===== config.mk =====
export PLATFORM = sky130hd
export DESIGN_NAME = frac_mul_unit
export DESIGN_NICKNAME = d
export VERILOG_FILES = /design/src/rtl/frac_mul_pkg.sv /design/src/rtl/frac_mul_opsel.sv /design/src/rtl/frac_mul_core.sv /design/src/rtl/frac_mul_flags.sv /design/src/rtl/frac_mul_unit.sv
export SDC_FILE = /design/constraint.sdc
export NUM_CORES = 1
export LEC_CHECK = 0
export ABC_AREA = 1
export BUFFER_PORTS_ARGS = -buffer_cell sky130_fd_sc_hd__buf_2
export CORE_ASPECT_RATIO = 1.75
export CORE_MARGIN = 10
export CORE_UTILIZATION = 63
export DETAILED_ROUTE_END_ITERATION = 8
export GPL_ROUTABILITY_DRIVEN = 0
export PLACE_DENSITY = 0.93
export REMOVE_ABC_BUFFERS = 1
export SYNTH_ARGS = -nofsm -noshare
export SYNTH_HDL_FRONTEND = slang
export SYNTH_SLANG_ARGS = --single-unit

===== constraint.sdc =====
create_clock -name clk -period 10.9 [get_ports clk]
set_input_delay 2.18 -clock clk [delete_from_list [all_inputs] [get_ports clk]]
set_output_delay 2.18 -clock clk [all_outputs]
set_load 0.01 [all_outputs]

===== src/rtl/frac_mul_pkg.sv =====
`timescale 1ns/1ps
// Shared types for the fractional multiply unit.
// Assumes: a single mode bit and a four-bit flag group.
package frac_mul_pkg;

    typedef enum logic {
        MODE_INT  = 1'b0,
        MODE_FRAC = 1'b1
    } mul_mode_e;

    typedef struct packed {
        logic neg;
        logic zero;
        logic ovf;
        logic gt;
    } mul_flags_t;

endpackage


===== src/rtl/frac_mul_opsel.sv =====
`timescale 1ns/1ps
// Operand selector: picks the high halves of both sources in fractional
// mode and the low halves in integer mode.
// Assumes: DATA_W is even; HALF_W is derived from it.
module frac_mul_opsel
    import frac_mul_pkg::*;
#(
    parameter int DATA_W = 32,
    localparam int HALF_W = DATA_W / 2
) (
    input  mul_mode_e                 mode,
    input  logic [DATA_W-1:0]         src_a,
    input  logic [DATA_W-1:0]         src_b,
    output logic signed [HALF_W-1:0]  op_a,
    output logic signed [HALF_W-1:0]  op_b
);

    // Select the half of each source that feeds the multiplier.
    always_comb begin
        if (mode == MODE_FRAC) begin
            op_a = src_a[DATA_W-1:HALF_W];
            op_b = src_b[DATA_W-1:HALF_W];
        end else begin
            op_a = src_a[HALF_W-1:0];
            op_b = src_b[HALF_W-1:0];
        end
    end

endmodule


===== src/rtl/frac_mul_core.sv =====
`timescale 1ns/1ps
// Multiply and align core: forms the signed product of two half-width
// operands. A fractional product is shifted left by one so it is
// MSB-aligned; an integer product stays LSB-aligned. It then fills the
// guard bits with the sign or with zero.
// Assumes: purely combinational; the top registers the output.
module frac_mul_core
    import frac_mul_pkg::*;
#(
    parameter int DATA_W  = 32,
    parameter int GUARD_W = 8,
    localparam int HALF_W = DATA_W / 2,
    localparam int FULL_W = DATA_W + GUARD_W
) (
    input  mul_mode_e                 mode,
    input  logic signed [HALF_W-1:0]  op_a,
    input  logic signed [HALF_W-1:0]  op_b,
    input  logic                      guard_dst,
    output logic [FULL_W-1:0]         res_full
);

    logic signed [DATA_W-1:0] prod;
    logic [DATA_W-1:0]        aligned;

    // Signed product of the selected halves.
    always_comb begin
        prod = op_a * op_b;
    end

    // Fractional results move up one place; integer results stay put.
    always_comb begin
        if (mode == MODE_FRAC) begin
            aligned = {prod[DATA_W-2:0], 1'b0};
        end else begin
            aligned = prod;
        end
    end

    // Guard extension, present only when guard bits exist.
    generate
        if (GUARD_W > 0) begin : g_guard
            always_comb begin
                res_full[DATA_W-1:0] = aligned;
                if (guard_dst) begin
                    res_full[FULL_W-1:DATA_W] = {GUARD_W{aligned[DATA_W-1]}};
                end else begin
                    res_full[FULL_W-1:DATA_W] = '0;
                end
            end
        end else begin : g_noguard
            logic unused_guard;
            always_comb begin
                unused_guard = guard_dst;
                res_full     = aligned;
            end
        end
    endgenerate

endmodule


===== src/rtl/frac_mul_flags.sv =====
`timescale 1ns/1ps
// Flag generator: derives the negative and zero flags from the 32-bit
// result word. Overflow and greater-than are held clear for a multiply.
// Assumes: only the basic result word is inspected, never the guard bits.
module frac_mul_flags
    import frac_mul_pkg::*;
#(
    parameter int DATA_W = 32
) (
    input  logic [DATA_W-1:0] word,
    output mul_flags_t        flags
);

    // Compute the condition flags for the new result.
    always_comb begin
        flags.neg  = word[DATA_W-1];
        flags.zero = (word == '0);
        flags.ovf  = 1'b0;
        flags.gt   = 1'b0;
    end

endmodule


===== src/rtl/frac_mul_unit.sv =====
`timescale 1ns/1ps
// Top of the fractional fixed-point multiply unit. It combines operand
// selection, multiply and align, and flag generation, and registers the
// result, the flags and valid one cycle after valid_in.
// Assumes: synchronous active-low reset; result and flags hold while idle.
module frac_mul_unit
    import frac_mul_pkg::*;
#(
    parameter int DATA_W  = 32,
    parameter int GUARD_W = 8,
    localparam int HALF_W = DATA_W / 2,
    localparam int FULL_W = DATA_W + GUARD_W
) (
    input  logic              clk,
    input  logic              rst_n,
    input  logic              valid_in,
    input  logic              mode,
    input  logic [DATA_W-1:0] src_a,
    input  logic [DATA_W-1:0] src_b,
    input  logic              guard_dst,
    output logic [FULL_W-1:0] res,
    output logic              flag_n,
    output logic              flag_z,
    output logic              flag_v,
    output logic              flag_gt,
    output logic              valid_out
);

    mul_mode_e                mode_e;
    logic signed [HALF_W-1:0] op_a;
    logic signed [HALF_W-1:0] op_b;
    logic [FULL_W-1:0]        res_nxt;
    mul_flags_t               flags_nxt;
    mul_flags_t               flags_q;

    // Convert the raw mode pin to the enumerated type.
    always_comb begin
        mode_e = mul_mode_e'(mode);
    end

    frac_mul_opsel #(.DATA_W(DATA_W)) u_opsel (
        .mode  (mode_e),
        .src_a (src_a),
        .src_b (src_b),
        .op_a  (op_a),
        .op_b  (op_b)
    );

    frac_mul_core #(.DATA_W(DATA_W), .GUARD_W(GUARD_W)) u_core (
        .mode      (mode_e),
        .op_a      (op_a),
        .op_b      (op_b),
        .guard_dst (guard_dst),
        .res_full  (res_nxt)
    );

    frac_mul_flags #(.DATA_W(DATA_W)) u_flags (
        .word  (res_nxt[DATA_W-1:0]),
        .flags (flags_nxt)
    );

    // Output register: track valid every cycle; load result and flags only on an issue.
    always_ff @(posedge clk) begin
        if (!rst_n) begin
            valid_out <= 1'b0;
            res       <= '0;
            flags_q   <= '0;
        end else begin
            valid_out <= valid_in;
            if (valid_in) begin
                res     <= res_nxt;
                flags_q <= flags_nxt;
            end
        end
    end

    // Drive the individual flag pins from the flag register.
    always_comb begin
        flag_n  = flags_q.neg;
        flag_z  = flags_q.zero;
        flag_v  = flags_q.ovf;
        flag_gt = flags_q.gt;
    end

endmodule


==> results.ini <==
[worst_setup_path]
worstSetupEndpointType=flop
rrSetupSlack_ns=10.14
r2r_cells=4
rr_endpoint=res[23]
cpMaxStageDelayCell=clkinv_1
path_max_fanout=31
cp.required_ns=11.10
timing.rr.start=res[23]
start_kind=input pin
crit_arrival_ns=10.69
critical_path_class=in -> reg
cpPeakStageDelay_ns=0.83

[drt]
first_pass_iters=8
drc=0
vias=11975
wire_per_inst_um=20.12
drtIter0Drc=1263
antenna_left=0
vias_per_cell=5.887
drt-total-wl_um=40930

[timing]
setup_tns_ns=0
setup_ws_ns=0.4083
slew_headroom=0.01926
fin_crit_sh=0.9625
fmax_ghz=0.09531
setup_violations=0
fin_worst_skew_ns=0
rsz0062_at_grt=false
hold_violations=0
worst_pin_slew_ns=1.461
period_minus_slack_ns=10.49
maxSlewViolCount=0

[logic_synthesis]
synth_area_leader_cell=fa_1
ys.warnings.count=0
synth_top_cell_area_share=0.4164
synth_cell_types=36
synth_cells=1703
ys_seq_area_frac=0.05563
synth.cell_area_mm2=0.01260
ys_ff_latch=35
postSynthAreaPerCell_um2=7.396
synth_area_leaders=fa_1 (42%), inv_1 (13%), nand2_1 (10%), ha_1 (8.1%), nor2_1 (6.2%)

[min_path]
min_from=res[6]
holdPathEnd=res[6]
hp-class=reg -> reg
worstHoldPathCells=2

[global_route]
grt_pass1_wl_um=65780
groute.usage.overall=0.3122
antenna_found_initial=1
grt_pass1_vias=13192
grt_overflow_total=0
grt_max_degree=54

[cts]
clock_sinks=35
cts-htree-levels=2
cts_made_buffers=5
worstSkewPairLatency_ns=0.27
ctsHoldBuffers=0
cts_setup_buffers=0
cts_root_buf=clkbuf_16
clkSlewWorstSetupHoldPaths_ns=0.05
cts.repair.resized=0
cts_buffer_depth=2
cts_tree=yes

[layout]
fin_nets=2201
multi_input_comb_area_mm2=0.009998
regArea_um2=700.7
instances_no_fill=2034
drive_gt1_frac=0.1096
nFillCells=1503
syn_to_final_growth_pct=7.102

[floorplanning]
die_x_um=126.9
core_area_mm2=0.01974
rows=68
ioPinCount=114
die_area_mm2=0.02627
start_util=0.6381
fp.dieH_um=207.1

[outcome]
status=completed

[place]
place.port_buffers=111
dp_hpwl_um=33510
pre_cts_ws_ns=0.8255
dp_cells=2026

[run]
cap_viol_max_count=0

-- routing by layer --
layer	track usage	wire length, µm	vias to the layer above
li1	-	-	5157
met1	0.3053	12110	5619
met2	0.5421	20670	867
met3	0.07541	4054	332
met4	0.2489	4091	0
met5	0	0	-
-- worst max path at each step --
stage	startpoint	to	slack (ns)	cells past startpoint
after floorplan	mode	flag_z	2.54	27
after global placement	mode	flag_z	0.99	28
after detailed placement	mode	flag_z	0.83	28
after CTS	mode	flag_z	1.07	28
after global routing	mode	flag_z	0.17	29
final	mode	flag_z	0.41	29
-- registers in the layout (all words and copies together), names as in the netlist --
name and cells:
flag_z 1, valid_out 1, res 33
-- layout by cell type (no fill, tap or decap), types with 3 or more instances in the layout --
master,n
a21oi_1,28
buf_2,111
buf_4,16
clkbuf_16,5
clkinv_1,6
dfxtp_1,35
fa_1,262
ha_1,82
inv_1,433
inv_2,4
nand2_1,340
nand2_2,8
nand3_1,88
nand4_1,18
nor2_1,207
nor2_2,4
nor3_1,5
o211ai_1,18
o21ai_0,41
o21ai_1,8
o21ai_2,10
or2_2,30
xnor2_1,8
xor2_1,3
-- synth_stat cells (all sizes together) --
cell type    n
a21boi       1
nand3b       2
xnor2        8
nor2       211
conb         1
o21bai       1
clkbuf      29
nand2      348
ha          82
nor3         7
nand3       90
o211a        1
dfxtp       35
buf         21
o21ai       59
mux2i        1
or2         30
a21oi       30
fa         262
a21o         1
o211ai      18
inv        437
nand4       18
clkinv       6
xor2         3
and2         1
-- layout make-up --
cell class | count | share of cell area
clock buffers | 6 | 0.01029
inverters | 443 | 0.1233
repair buffers | 127 | 0.05008
multi-input cells | 1176 | 0.7411
clock inverters | 1 | 0.0003710
diodes | 1 | 0.0001855
well taps | 245 | 0.02272
flip-flops and latches | 35 | 0.05194
-- kinds of logic (layout without fill, tap and decap cells) --
kind of cell    count (synthesis)  in the layout  synth area share
simple gates                  707            707            0.2346
xor+xnor                       11             11          0.007649
buf+inv                       493            577            0.1509
flops                          35             35           0.05563
compound gates                111            111           0.05225
other cells                     1              3         0.0002977
mux                             1              1         0.0007947
fa+ha+maj                     344            344            0.4979
-- critical path, delay by kind of cell --
kind,cells,cell delay [ns]
fa+ha+maj,7,3.41
buf+inv,6,1.93
simple gates,12,1.60
compound gates,4,1.54
-- through the flow --
stage	hold slack [ns]	utilization	area (µm²)
after floorplan	0.4900	-	12360
after global placement	0.4596	0.6760	13340
after detailed placement	0.4647	0.6760	13340
after CTS	0.4790	0.6833	13490
after global routing	0.5085	0.6834	13490
final	0.4763	0.6834	13490
Power is not shown: default switching activity piles up to over one toggle a cycle in this logic, so the estimate is an artifact.
